===== config.mk =====
export PLATFORM = sky130hd
export DESIGN_NAME = stat_code_reg
export DESIGN_NICKNAME = d
export VERILOG_FILES = /design/src/rtl/stat_code_pkg.sv /design/src/rtl/stat_code_arb.sv /design/src/rtl/stat_code_mux.sv /design/src/rtl/stat_code_reg.sv
export SDC_FILE = /design/constraint.sdc
export NUM_CORES = 1
export LEC_CHECK = 0
export BUFFER_PORTS_ARGS = -buffer_cell sky130_fd_sc_hd__buf_2
export CORE_AREA = 2 2 39 41
export DETAILED_ROUTE_END_ITERATION = 8
export DIE_AREA = 0 0 41 43
export GPL_ROUTABILITY_DRIVEN = 0
export PLACE_DENSITY_LB_ADDON = 0.2
export SLEW_MARGIN = 20
export SYNTH_ARGS = -nofsm -noshare
export SYNTH_HDL_FRONTEND = slang
export SYNTH_SLANG_ARGS = --single-unit

===== constraint.sdc =====
create_clock -name clk -period 1.15 [get_ports clk]
set_input_delay 0 -clock clk [delete_from_list [all_inputs] [get_ports clk]]
set_output_delay 0 -clock clk [all_outputs]
set_load 0.03 [all_outputs]

===== src/rtl/stat_code_pkg.sv =====
package stat_code_pkg;
    localparam int FLAG_W = 4;
    localparam int BUS_W  = 32;
    localparam int MID_LO = BUS_W - 1 - 27;

    typedef logic [FLAG_W-1:0] flags_t;

    typedef enum logic [2:0] {
        SRC_HOLD,
        SRC_CLR,
        SRC_TRAP,
        SRC_SW,
        SRC_HI,
        SRC_MID
    } src_sel_e;

    typedef struct packed {
        logic clr;
        logic trap;
        logic sw;
        logic hi;
        logic mid;
    } load_req_t;

    function automatic flags_t hi_nibble(input logic [BUS_W-1:0] b);
        return b[BUS_W-1 -: FLAG_W];
    endfunction

    function automatic flags_t mid_nibble(input logic [BUS_W-1:0] b);
        return b[MID_LO +: FLAG_W];
    endfunction
endpackage


===== src/rtl/stat_code_arb.sv =====
module stat_code_arb
    import stat_code_pkg::*;
(
    input  load_req_t req,
    output src_sel_e  sel
);
    always_comb begin
        if (req.clr)       sel = SRC_CLR;
        else if (req.trap) sel = SRC_TRAP;
        else if (req.sw)   sel = SRC_SW;
        else if (req.hi)   sel = SRC_HI;
        else if (req.mid)  sel = SRC_MID;
        else               sel = SRC_HOLD;
    end
endmodule


===== src/rtl/stat_code_mux.sv =====
module stat_code_mux
    import stat_code_pkg::*;
(
    input  src_sel_e         sel,
    input  flags_t           cur,
    input  flags_t           trap_acc,
    input  flags_t           sense_sw,
    input  logic [BUS_W-1:0] res_bus,
    output flags_t           nxt
);
    always_comb begin
        unique case (sel)
            SRC_CLR:  nxt = '0;
            SRC_TRAP: nxt = trap_acc;
            SRC_SW:   nxt = sense_sw;
            SRC_HI:   nxt = hi_nibble(res_bus);
            SRC_MID:  nxt = mid_nibble(res_bus);
            default:  nxt = cur;
        endcase
    end
endmodule


===== src/rtl/stat_code_reg.sv =====
module stat_code_reg
    import stat_code_pkg::*;
(
    input  logic              clk,
    input  logic              rst,
    input  logic              clr_en,
    input  logic              trap_en,
    input  logic [3:0]        trap_acc,
    input  logic              sw_en,
    input  logic [3:0]        sense_sw,
    input  logic              hi_en,
    input  logic              mid_en,
    input  logic [31:0]       res_bus,
    output logic [3:0]        flags
);
    load_req_t req;
    src_sel_e  sel;
    flags_t    nxt;
    flags_t    q;

    assign req = '{clr: clr_en, trap: trap_en, sw: sw_en, hi: hi_en, mid: mid_en};

    stat_code_arb u_arb (.req(req), .sel(sel));

    stat_code_mux u_mux (
        .sel(sel), .cur(q), .trap_acc(trap_acc), .sense_sw(sense_sw),
        .res_bus(res_bus), .nxt(nxt)
    );

    always_ff @(posedge clk) begin
        if (rst) q <= '0;
        else     q <= nxt;
    end

    assign flags = q;


    reset_zero_chk: assert property (@(posedge clk) rst |=> flags == 4'b0);

    hold_chk: assert property (@(posedge clk) disable iff (rst)
        !(clr_en || trap_en || sw_en || hi_en || mid_en) |=> $stable(flags));

    clear_wins_chk: assert property (@(posedge clk) disable iff (rst)
        clr_en |=> flags == 4'b0);

    trap_load_chk: assert property (@(posedge clk) disable iff (rst)
        (trap_en && !clr_en) |=> flags == $past(trap_acc));

    sw_load_chk: assert property (@(posedge clk) disable iff (rst)
        (sw_en && !trap_en && !clr_en) |=> flags == $past(sense_sw));

    hi_load_chk: assert property (@(posedge clk) disable iff (rst)
        (hi_en && !sw_en && !trap_en && !clr_en) |=> flags == $past(res_bus[31:28]));

    mid_load_chk: assert property (@(posedge clk) disable iff (rst)
        (mid_en && !hi_en && !sw_en && !trap_en && !clr_en) |=> flags == $past(res_bus[7:4]));
endmodule


Word-level counts from Yosys, hierarchy flattened

Cells that the tools add are included.

Add/sub/neg operators: 0
Multiply operators: 0
Divide/modulo/power cells: 0
Order comparisons: 0
Equal/unequal tests: 5
Shift-type cells: 0
Muxes and demuxes: 6
Bitwise gates (word level): 0
Reduce and logical (&&, ||, !) cells: 1

Operators by type and width:

| operator           | count |
|---|---|
| $pmux 4 s5         | 1 |
| $mux 3             | 5 |
| $eq 3x2->1 const B | 2 |
| $eq 3x3->1 const B | 2 |
| $reduce_bool 5->1  | 1 |
| $eq 3x1->1 const B | 1 |

Bits in registers: 4
Latch bits: 0
RAM bits: 0
Memory bits (read-only): 0
Input port bits: 47
Output and inout bits: 4
Word-level logic and storage cells: 13
Memories: 0

Longest topological paths before layout

Gate-level depths: netlist (run 1).

Word-level depth: 7
Mapped depth: 4

Modules after synthesis

A second synthesis (run 1) with hierarchy kept.

Cells, all modules: 61
Area, all modules: 451.7 µm²

By module, submodules not included:

| module        | instances | cells an instance | area an instance (µm²) | seq. area each (µm²) |
|---|---|---|---|---|
| stat_code_mux | 1         | 46                | 309.0                  | 0.0 |
| stat_code_reg | 1         | 8                 | 105.1                  | 80.1 |
| stat_code_arb | 1         | 7                 | 37.5                   | 0.0 |

Worst setup path after synthesis (run 1)

No wires, ideal clock.

Path type: in2reg
Start: in trap_en
End: reg q[0], in the netlist flags[0]
Library setup time: 83 ps
Data arrival time: 941 ps
Path slack: 127 ps
Cell stages on the path: 4
Buffers on the path: 1
Cell sequence: buf_6 > nor4_2 > a32oi_1 > o221ai_1

Word-level cells in the longest chain between the ends: 4
Elaborated cells between the ends (all ways): 9
Those cells by class: eq/ne (5); mux (3); reduce/logical (1)

RTL lines:

| element                                                | RTL line            | source |
|---|---|---|
| from (decl)                                            | stat_code_reg.sv:7  | `input logic trap_en,` |
| $mux 3 (*)                                             | stat_code_arb.sv:9  | `else if (req.trap) sel = SRC_TRAP;` |
| $mux 3 (*)                                             | stat_code_arb.sv:8  | `if (req.clr) sel = SRC_CLR;` |
| $eq 3x3->1 (tied with other cells)                     | stat_code_mux.sv:12 | `unique case (sel)` |
| $pmux 4 s5 / $reduce_bool 5->1 (equally long branches) | n/a                 |  |
| to (signal assigned)                                   | stat_code_reg.sv:32 | `else q <= nxt;` |
| to (decl)                                              | stat_code_reg.sv:19 | `flags_t q;` |

Every way passes the cells marked *; elsewhere a longest branch is shown, timed or not.
A chain may end at the register's enable or synchronous reset.

Worst setup path in the final report (run 1)

Start: reg q[1], in the netlist flags[1]
End: out flags[1]

RTL lines:

| element   | RTL line            | source |
|---|---|---|
| to (decl) | stat_code_reg.sv:14 | `output logic [3:0] flags` |

No word-level cell between the ends.

==> flow_summary_export.csv, run 1 <==
group,metric,value,unit
detailed_routing,antenna_violating_nets_post_route,0,
pwr,power.ir.vdd_worst,501,uV
pwr,total_leakage_power,0.231,nW
synth,postSynthCellCount,30,
worst_setup_path,slowest_stage_delay_cp,0.33,ns
timing,final-hold-violation-count,0,
floorplan,ios,51,
finish,areaGrowthSynthToFinish,77.8,%
timing,setup_violations,0,
clock_tree,clock_tree_from_tritoncts,"yes",
finish,final_layout_size_suffix_gt1_share,58.5,%
timing,finalCriticalPeriod,0.764,ns
timing,timing.final.crit_share,66.5,%
detailed_routing,routedWlPerCell,11.7,um
synth,syn_avg_cell_area,9.59,sq um
worst_setup_path,cp_endpoint_kind,"primary output",
floorplan,floorplan.rows,14,
synth,synth_cell_type_count,12,
clock_tree,cts_buffers,3,
synth,synth.cell_area,288,sq um
detailed_routing,vias,404,
timing,final.setup.tns,0,ns
global_route,met1_track_utilization_from_global_routing,13.2,%
clock_tree,cts.repair.resized,0,
floorplan,dieWidth,41,um
clock_tree,cts.sinks,4,
worst_setup_path,arrival,0.76,ns
finish,stdcell_count,81,
synth,synth.yosys.warnings,0,
detailed_routing,totalWireLength,949,um
synth,synth.ff_latch_count,4,
finish,largest_reg_flops,4,
clock_tree,clk_path_buf_depth,2,
outcome,status,"completed",
synth,synth_top_area_cell,"sky130_fd_sc_hd__dfxtp_1",
global_route,global_route.overflow_total,0,
finish,insertedDiodeCount,0,
timing,final.setup.worst_slack,0.386,ns
detailed_routing,dr.pass1.iters,3,
timing,timing_worst_slew_pin_value,0.275,ns
place,port_buffers,26,
global_route,gr-usage-all-layers,12.9,%
global_route,first_pass_grt_wire_length,1500,um
finish,register_area,80.1,sq um
clock_tree,worst_setup_hold_path_clk_slew,0.04,ns
floorplan,floorplan.initialDensity,20.8,%
floorplan,core_region_area,1380,sq um
timing,skew,0,ns
floorplan,die_height,43,um
synth,synthDominantCellAreaShare,27.8,%
synth,syn-num-nets,77,
worst_setup_path,critPathKind,"flip-flop to primary output",
detailed_routing,detail_routed_via_count_per_cell,4.99,
place,half_perimeter_wire_length_after_placement,739,um
finish,final_stage_net_count,114,
worst_setup_path,critPathMaxFanout,2,
pwr,power_density,871,nW/um^2
detailed_routing,drt_drc_violations_left,0,
global_route,grt_start_max_net_pins,9,
worst_setup_path,critPathLaunchType,"flip-flop",
global_route,gr-max-usage-layer,"met2",
finish,fill_cells,155,
clock_tree,cts_max_level,1,
worst_setup_path,timing.critical_path.cells,"buf_2",
synth,seq_area_frac_synth,27.8,%
global_route,via_count_of_the_first_global_routing_pass,422,
synth,netlist_top_cells_area,"sky130_fd_sc_hd__dfxtp_1 28%, sky130_fd_sc_hd__and4bb_2 17%, sky130_fd_sc_hd__a32oi_1 12%, sky130_fd_sc_hd__o221ai_1 12%, sky130_fd_sc_hd__a21oi_1 7.0%",
floorplan,floorplan.die_area,1760,sq um
timing,grt_setup_unrepaired,"false",
finish,multi_input_area,193,sq um
timing,maxSlewViolCount,0,
global_route,grt_use_met3,6.28,%
timing,timing.fmax,1310,MHz
worst_setup_path,cp.buffers_inverters,1,
timing,max-slew-margin-rel,81.6,%
min_path,hold_crit_path_type,"input pin to flip-flop",
job,max_cap_viol_count,0,
worst_setup_path,cpLargestDelayFamily,"flip-flops",
worst_setup_path,cp.required,1.15,ns
detailed_routing,first_iter_violations,8,
worst_setup_path,internal_reg_to_reg_setup_slack,0.39,ns
clock_tree,cts.root.buffer_cell,"sky130_fd_sc_hd__clkbuf_4",
worst_setup_path,crit_path_top_delay_cell,"sky130_fd_sc_hd__dfxtp_1",
place,place.detailed.instances,74,
clock_tree,worstSkewPairLatency,0.23,ns
global_route,antenna_found_initial,0,
global_route,groute.layer.met2.usage,20.6,%
place,dp_worst_setup_slack,0.197,ns
-- power breakdown --
| part | leakage, nW | switching (mW) | internal, mW |
|---|---|---|---|
| Combinational | 0.185 | 0.0587 | 0.0634 |
| Sequential | 0.0328 | 0.00367 | 0.147 |
| Clock | 0.0138 | 0.0559 | 0.117 |
| Total | 0.231 | 0.118 | 0.327 |
-- layout by cell type, fill, tap and decap left out, drive strengths merged --
master and n:
dlygate4sd3 4, or2 1, and4bb 4, a32oi 4, nor2b 1, nand3 4
clkbuf 3, buf 29, nor3b 1, a21oi 4, inv 1, nor4 1
o221ai 4, dfxtp 4
-- cells by family (layout without fill, tap and decap cells) --
logic type	after synthesis	after routing	synth area share, %
AO/OA/AOI/OAI	12	12	31.3
AND/OR/NAND/NOR	12	12	35.7
flip-flops	4	4	27.8
buffers and inverters	2	37	5.22
-- stage by stage --
step / cell area (sq um) / util, % / total power, mW / hold slack, ns
finish: 512 / 37.0 / 0.446 / 0.0779
global route: 512 / 37.0 / 0.469 / 0.115
CTS: 512 / 37.0 / 0.455 / 0.0776
detailed placement: 449 / 32.5 / 0.265 / 0.232
global placement: 449 / 32.5 / 0.265 / 0.234
floorplan: 288 / - / 0.205 / 0.140
-- cells in the mapped netlist (all sizes together) --
| master | count |
|---|---|
| nor4 | 1 |
| nand3 | 4 |
| or2 | 1 |
| a32oi | 4 |
| nor2b | 1 |
| and4bb | 4 |
| buf | 1 |
| dfxtp | 4 |
| o221ai | 4 |
| inv | 1 |
| nor3b | 1 |
| a21oi | 4 |
-- repair_timing --
item,CTS,global route
hold buffers,4,0
endpoints found under the hold margin,4,0
setup buffers,0,0
-- layout make-up --
class | count | share of cell area (%)
multi-input cells | 24 | 37.7
repair buffers | 33 | 37.7
flip-flops and latches | 4 | 15.6
clock buffers | 3 | 4.40
well taps | 16 | 3.91
inverters | 1 | 0.733
-- worst min-delay path: stages --
cell and delay [ns]:
sky130_fd_sc_hd__buf_2 0.07, sky130_fd_sc_hd__a21oi_1 0.05, sky130_fd_sc_hd__o221ai_1 0.15
-- path summary, 6_finish.rpt --
kind / from / cells after the start / end
worst max-delay path: flags[1] / 1 / flags[1]
worst min-delay path: trap_acc[2] / 3 / flags[2]
worst max register to register: flags[0] / 2 / flags[0]
worst min register to register: flags[3] / 2 / flags[3]
-- per-layer routing --
layer	vias up	wire length, um
li1	205	-
met1	182	412
met2	17	461
met3	0	75
met4	0	0
met5	-	0
Note: power is estimated with default switching activity, not from simulation.
==> inputs of run 2 (changes only) <==
==> constraint.sdc (replaced) <==
create_clock -name clk -period 0.8 [get_ports clk]
set_input_delay 0 -clock clk [delete_from_list [all_inputs] [get_ports clk]]
set_output_delay 0 -clock clk [all_outputs]
set_load 0.03 [all_outputs]
==> run 2 against run 1 <==
  * First-iteration DRC count is 38% lower
  * Sequential power up 44%
  * Sequential share of layout area fell by 0.052 points
  * Hold slack lost 0.075 ns
  * Flip-flop and latch count is the same
  * Routed wire length is 3.7% higher
  * Clock skew unchanged
  * Register-to-register slack got worse by 0.33 ns
  * Total power is 48% higher
  * Via count grew 2.0%
  * Critical endpoint is now flags[3]
  * Highest routed layer unchanged
==> flow_summary_export.csv, run 2 (same netlist as run 1, synthesis figures left out) <==
group,metric,value,unit
timing,max-slew-margin-rel,81.0,%
timing,timing.fmax,1350,MHz
global_route,antenna_found_initial,0,
min_path,hold_crit_path_type,"input pin to flip-flop",
detailed_routing,totalWireLength,984,um
global_route,first_pass_grt_wire_length,1480,um
floorplan,dieWidth,41,um
floorplan,core_region_area,1380,sq um
pwr,sequentialPowerShare,33.1,%
finish,areaGrowthSynthToFinish,89.6,%
job,max_cap_viol_count,0,
finish,stdcell_count,84,
worst_setup_path,cp_endpoint_kind,"flip-flop",
worst_setup_path,critPathMaxFanout,2,
clock_tree,clk_path_buf_depth,2,
timing,timing_worst_slew_pin_value,0.285,ns
timing,final-hold-violation-count,0,
finish,mostFrequentLayoutCell,"sky130_fd_sc_hd__buf_2",
floorplan,floorplan.initialDensity,20.8,%
finish,mostFrequentLayoutCells,"26 x sky130_fd_sc_hd__buf_2, 7 x sky130_fd_sc_hd__buf_4",
timing,timing.final.crit_share,92.8,%
finish,post-route-util,39.4,%
worst_setup_path,cp.buffers_inverters,0,
timing,setup_violations,0,
detailed_routing,antenna_violating_nets_post_route,0,
global_route,gr-usage-all-layers,12.2,%
finish,final_stage_net_count,117,
timing,grt_setup_unrepaired,"false",
clock_tree,cts.root.buffer_cell,"sky130_fd_sc_hd__clkbuf_4",
detailed_routing,met1_length,446,um
global_route,via_count_of_the_first_global_routing_pass,388,
worst_setup_path,cp.required,0.90,ns
worst_setup_path,slowest_stage_delay_cp,0.31,ns
floorplan,ios,51,
detailed_routing,met2_length,467,um
global_route,grt_start_max_net_pins,10,
finish,final_layout_size_suffix_gt1_share,67.6,%
timing,final.setup.tns,0,ns
detailed_routing,dr.pass1.iters,2,
detailed_routing,met3_length,70,um
worst_setup_path,cpLargestDelayFamily,"flip-flops",
place,half_perimeter_wire_length_after_placement,778,um
floorplan,floorplan.rows,14,
clock_tree,worstSkewPairLatency,0.23,ns
pwr,netSwitchingFraction,27.0,%
finish,multi_input_area,201,sq um
pwr,power_density,1210,nW/um^2
worst_setup_path,critPathLaunchType,"flip-flop",
timing,skew,0,ns
finish,register_area,85.1,sq um
worst_setup_path,timing.critical_path.cells,"a32oi_1 -> o221ai_1",
detailed_routing,drt_drc_violations_left,0,
floorplan,die_height,43,um
finish,insertedDiodeCount,0,
global_route,global_route.overflow_total,0,
place,postPlaceCellArea,493,sq um
pwr,power.ir.vdd_worst,750,uV
pwr,total_leakage_power,0.250,nW
pwr,power_spent_charging_and_discharging_nets,178,uW
detailed_routing,first_iter_violations,5,
floorplan,floorplan.die_area,1760,sq um
finish,fill_cells,153,
detailed_routing,top_signal_layer_used,"met3",
detailed_routing,vias,412,
worst_setup_path,arrival,0.85,ns
worst_setup_path,critPathKind,"flip-flop to flip-flop",
pwr,power_frac_clock,38.1,%
clock_tree,cts_max_level,1,
detailed_routing,detail_routed_via_count_per_cell,4.90,
worst_setup_path,internal_reg_to_reg_setup_slack,0.06,ns
clock_tree,cts_buffers,3,
outcome,status,"completed",
pwr,finalPower,659,uW
clock_tree,cts.sinks,4,
timing,finalCriticalPeriod,0.743,ns
clock_tree,worst_setup_hold_path_clk_slew,0.04,ns
finish,largest_reg_flops,4,
worst_setup_path,crit_path_top_delay_cell,"sky130_fd_sc_hd__dfxtp_2",
detailed_routing,routedWlPerCell,11.7,um
place,place.detailed.instances,78,
timing,maxSlewViolCount,0,
finish,finished_cell_area,546,sq um
place,port_buffers,26,
clock_tree,clock_tree_from_tritoncts,"yes",
pwr,power.combinational.fraction,28.8,%
pwr,cell_internal_pwr,481,uW
[run 2: final cells by class]
| class | instances | share of cell area [%] |
|---|---|---|
| Sequential cell | 4 | 15.6 |
| Tap cell | 16 | 3.67 |
| Multi-Input combinational cell | 24 | 36.9 |
| Timing Repair Buffer | 36 | 39.0 |
| Clock buffer | 3 | 4.13 |
| Inverter | 1 | 0.688 |
[run 2: worst register-to-register path, cell delays in order (launching register included)]
cell and delay, ns:
sky130_fd_sc_hd__dfxtp_2 0.31, sky130_fd_sc_hd__a32oi_1 0.18, sky130_fd_sc_hd__o221ai_1 0.12
[run 2: worst paths after layout]
kind,startpoint,to,cells past startpoint
min,res_bus[4],flags[0],3
max,flags[3],flags[3],2
min reg2reg,flags[0],flags[0],2
max reg2reg,flags[3],flags[3],2
[run 2: repair_timing]
item                      in CTS  in global routing
hold buffers                   3                  0
hold endpoints to repair       3                  0
gates resized for setup        0                  0
setup buffers                  0                  0
[run 2: per-layer routing]
metal,GRT usage (%),vias to the layer above
met5,0,-
met4,2.00,0
met3,3.14,0
met2,20.0,12
met1,15.7,191
li1,-,209
[run 2: power by group through the flow]
stage / logic (mW) / clock network, mW / registers, mW
after floorplan: 0.0548 / 0 / 0.244
after global placement: 0.179 / 0 / 0.222
after detailed placement: 0.179 / 0 / 0.222
after CTS: 0.191 / 0.263 / 0.218
after global routing: 0.209 / 0.267 / 0.219
final: 0.190 / 0.251 / 0.218
[run 2: per-stage QoR]
step | hold slack, ns | setup WS [ns]
6_report | 0.00265 | 0.0574
3_3_place_gp | 0.233 | -0.128
4_1_cts | 0.00203 | 0.0562
3_5_place_dp | 0.230 | -0.120
5_1_grt | 0.0231 | 0.0301
2_1_floorplan | 0.140 | 0.0120
==> inputs of run 3 (changes only) <==
--- a/config.mk
+++ b/config.mk
@@ -6,12 +6,13 @@
 export NUM_CORES = 1
 export LEC_CHECK = 0
 export BUFFER_PORTS_ARGS = -buffer_cell sky130_fd_sc_hd__buf_2
-export CORE_AREA = 2 2 39 41
+export CORE_MARGIN = 1
+export CORE_UTILIZATION = 32
 export DETAILED_ROUTE_END_ITERATION = 8
-export DIE_AREA = 0 0 41 43
 export GPL_ROUTABILITY_DRIVEN = 0
 export PLACE_DENSITY_LB_ADDON = 0.2
 export SLEW_MARGIN = 20
 export SYNTH_ARGS = -nofsm -noshare
 export SYNTH_HDL_FRONTEND = slang
+export SYNTH_HIERARCHICAL = 1
 export SYNTH_SLANG_ARGS = --single-unit
==> run 3 against run 2 <==
  * The run now ends with negative setup slack left
  * Sequential share of layout area shrank 6.4 points
  * First-iteration DRC count shrank 60%
  * Via count grew 43%
  * Synthesized cell count grew 100%
  * Flip-flop and latch count is the same
  * Routed wire length grew 37%
  * Cell count grew 38%
  * Clock skew is the same
  * Register-to-register slack lost 0.23 ns
  * Critical path depth grew 5
  * Critical path type is now input pin to flip-flop
  * Highest routed layer unchanged
==> flow_summary_export.csv, run 3 <==
group,metric,value,unit
synth,netlist_top_cells_area,"sky130_fd_sc_hd__dfxtp_1 18%, sky130_fd_sc_hd__nor2_1 7.5%, sky130_fd_sc_hd__buf_6 7.5%, sky130_fd_sc_hd__nor2b_1 6.9%, sky130_fd_sc_hd__a21oi_1 5.5%",
worst_setup_path,cp_endpoint_kind,"flip-flop",
clock_tree,clock_tree_from_tritoncts,"yes",
floorplan,floorplan.initialDensity,34.7,%
worst_setup_path,crit_path_top_delay_cell,"sky130_fd_sc_hd__a211o_4",
worst_setup_path,cp.required,0.92,ns
timing,maxSlewViolCount,0,
timing,setup_violations,4,
worst_setup_path,timing.critical_path.cells,"buf_6 -> nor3b_4 -> a211o_4 -> and3_4 -> a311oi_2 -> a31oi_1 -> nor2b_1",
detailed_routing,totalWireLength,1350,um
place,half_perimeter_wire_length_after_placement,922,um
synth,postSynth.topFlopCell,"sky130_fd_sc_hd__dfxtp_1",
worst_setup_path,internal_reg_to_reg_setup_slack,-0.17,ns
detailed_routing,detail_routed_via_count_per_cell,5.07,
clock_tree,clk_path_buf_depth,2,
floorplan,floorplan.rows,13,
worst_setup_path,critPathMaxFanout,8,
synth,synth_cell_type_count,25,
worst_setup_path,critPathKind,"input pin to flip-flop",
finish,final_stage_net_count,150,
worst_setup_path,critPathLaunchType,"input pin",
pwr,sequentialPowerShare,24.4,%
floorplan,core_region_area,1300,sq um
synth,edff_count_synth,0,
worst_setup_path,cp.buffers_inverters,1,
clock_tree,cts_max_level,1,
timing,skew,0,ns
min_path,hold_crit_path_type,"input pin to flip-flop",
synth,syn_avg_cell_area,7.40,sq um
global_route,grt_start_max_net_pins,13,
worst_setup_path,terminus_of_the_critical_flop_to_flop_path,"flags[0]",
detailed_routing,vias,588,
pwr,cell_internal_pwr,636,uW
global_route,antenna_found_initial,0,
pwr,power.ir.vdd_worst,560,uV
floorplan,dieWidth,39.6,um
clock_tree,worstSkewPairLatency,0.23,ns
floorplan,die_height,39.6,um
pwr,finalPower,943,uW
clock_tree,cts.root.buffer_cell,"sky130_fd_sc_hd__clkbuf_4",
detailed_routing,dr.pass1.iters,2,
pwr,total_leakage_power,0.393,nW
clock_tree,cts.sinks,4,
timing,timing.final.crit_share,142,%
timing,timing_worst_slew_pin_value,0.298,ns
synth,post_synth_and_or_nand_nor_area_fraction,37.7,%
synth,synth.yosys.warnings,6,
synth,synth-adder-area-share,0,%
worst_setup_path,arrival,1.25,ns
synth,synthTopCellsByCount,"9 x sky130_fd_sc_hd__nor2_1, 5 x sky130_fd_sc_hd__a21oi_1, 5 x sky130_fd_sc_hd__nand2_1, 5 x sky130_fd_sc_hd__nor2b_1, 4 x sky130_fd_sc_hd__dfxtp_1",
synth,syn-num-nets,108,
synth,postSynth.asyncResetShare,0,%
place,port_buffers,26,
timing,timing.fmax,883,MHz
synth,synth.ff_latch_count,4,
synth,synth_top_area_cell,"sky130_fd_sc_hd__dfxtp_1",
clock_tree,cts_buffers,3,
finish,mostFrequentLayoutCells,"21 x sky130_fd_sc_hd__buf_2, 13 x sky130_fd_sc_hd__buf_6, 6 x sky130_fd_sc_hd__nor2_1, 5 x sky130_fd_sc_hd__nand2_1, 5 x sky130_fd_sc_hd__buf_4",
synth,mux_contribution_to_synthesized_area,2.22,%
synth,combinational_family_with_the_most_area_after_synthesis,"simple AND/OR/NAND/NOR gates",
detailed_routing,antenna_violating_nets_post_route,0,
finish,mostFrequentLayoutCell,"sky130_fd_sc_hd__buf_2",
min_path,worst_hold_path.num_cells,4,
timing,final.setup.worst_slack,-0.333,ns
clock_tree,worst_setup_hold_path_clk_slew,0.04,ns
finish,post-route-util,66.9,%
global_route,via_count_of_the_first_global_routing_pass,558,
detailed_routing,drt_drc_violations_left,0,
global_route,first_pass_grt_wire_length,2190,um
timing,grt_setup_unrepaired,"true",
outcome,status,"finished with violations",
job,max_cap_viol_count,0,
synth,seq_area_frac_synth,17.7,%
synth,synth-compound-area-share,29.1,%
floorplan,ios,51,
synth,synth-xor-area-share,0,%
worst_setup_path,reg2reg_from,"flags[0]",
global_route,global_route.overflow_total,0,
min_path,endpoint_worst_hold,"flags[2]",
synth,synthDominantCellAreaShare,17.7,%
place,place.detailed.instances,109,
timing,final-hold-violation-count,0,
worst_setup_path,cell_count_of_the_worst_reg_to_reg_path,4,
synth,synth.cell_area,452,sq um
pwr,netSwitchingFraction,32.6,%
worst_setup_path,cpLargestDelayFamily,"compound AO/OA/AOI/OAI gates",
finish,fill_cells,108,
timing,finalCriticalPeriod,1.13,ns
synth,postSynthCellCount,61,
pwr,power_density,1080,nW/um^2
finish,largest_reg_flops,4,
finish,stdcell_count,116,
synth,synthMostInstantiatedCell,"sky130_fd_sc_hd__nor2_1",
finish,final_layout_size_suffix_gt1_share,64.4,%
finish,areaGrowthSynthToFinish,92.8,%
detailed_routing,first_iter_violations,2,
global_route,gr-usage-all-layers,20.1,%
min_path,hp-start,"trap_acc[2]",
finish,insertedDiodeCount,0,
timing,max-slew-margin-rel,79.9,%
pwr,power_frac_clock,26.2,%
outcome,failed_checks,"negative setup slack",
worst_setup_path,slowest_stage_delay_cp,0.32,ns
floorplan,floorplan.die_area,1570,sq um
pwr,power.combinational.fraction,49.3,%
pwr,power_spent_charging_and_discharging_nets,307,uW
detailed_routing,routedWlPerCell,11.6,um
run 3: kinds of logic (layout without fill, tap and decap cells):
group / count (synthesis) / after routing
flops: 4 / 4
compound gates: 19 / 19
mux: 1 / 1
buf+inv: 7 / 47
simple gates: 30 / 30
run 3: metrics by stage:
| stage | hold WS (ns) | setup TNS, ns | area (sq um) | worst slack (ns) |
|---|---|---|---|---|
| 2_1_floorplan | 0.0716 | -1.31 | 483 | -0.331 |
| 3_3_place_gp | 0.215 | -2.43 | 666 | -0.635 |
| 3_5_place_dp | 0.213 | -2.64 | 666 | -0.693 |
| 4_1_cts | 0.138 | -1.14 | 801 | -0.298 |
| 5_1_grt | 0.176 | -1.46 | 871 | -0.397 |
| 6_report | 0.150 | -1.19 | 871 | -0.333 |
run 3: layout make-up:
class | instances | area (sq um) | area share [%]
Clock buffer | 3 | 22.5 | 2.59
Inverter | 3 | 11.3 | 1.29
Multi-Input combinational cell | 50 | 424 | 48.7
Sequential cell | 4 | 80.1 | 9.20
Tap cell | 15 | 18.8 | 2.16
Timing Repair Buffer | 41 | 314 | 36.1
run 3: how the worst max path moves through the flow:
stage	from	end	slack, ns	depth (start not counted)
global route	trap_en	flags[2]	-0.40	8
CTS	mid_en	flags[3]	-0.30	8
finish	mid_en	flags[3]	-0.33	7
detailed placement	trap_en	flags[3]	-0.69	8
global placement	trap_en	flags[2]	-0.64	8
floorplan	mid_en	flags[2]	-0.33	6
run 3: worst min-delay path: cells and delay by family:
family	cells	cell delay, ns
buffers and inverters	1	0.10
AO/OA/AOI/OAI	1	0.07
AND/OR/NAND/NOR	2	0.17
run 3: power by group through the flow:
stage	logic [mW]	clock network (mW)	registers, mW
floorplan	0.189	0	0.266
global placement	0.341	0	0.232
detailed placement	0.345	0	0.232
CTS	0.415	0.261	0.229
global route	0.503	0.283	0.232
finish	0.466	0.247	0.230
run 3: routing by layer:
layer	global-route usage (%)	vias to the layer above	wire length (um)
met5	0	-	0
met4	2.59	0	0
met3	3.41	0	52
met2	35.7	17	692
met1	25.3	269	604
li1	-	302	-
run 3: repair_timing:
item,4_1_cts,5_1_grt
resized for setup,20,20
pin swaps,9,6
setup buffers,2,1
setup endpoints to repair,4,6
endpoints found under the hold margin,4,0
hold buffers,1,0
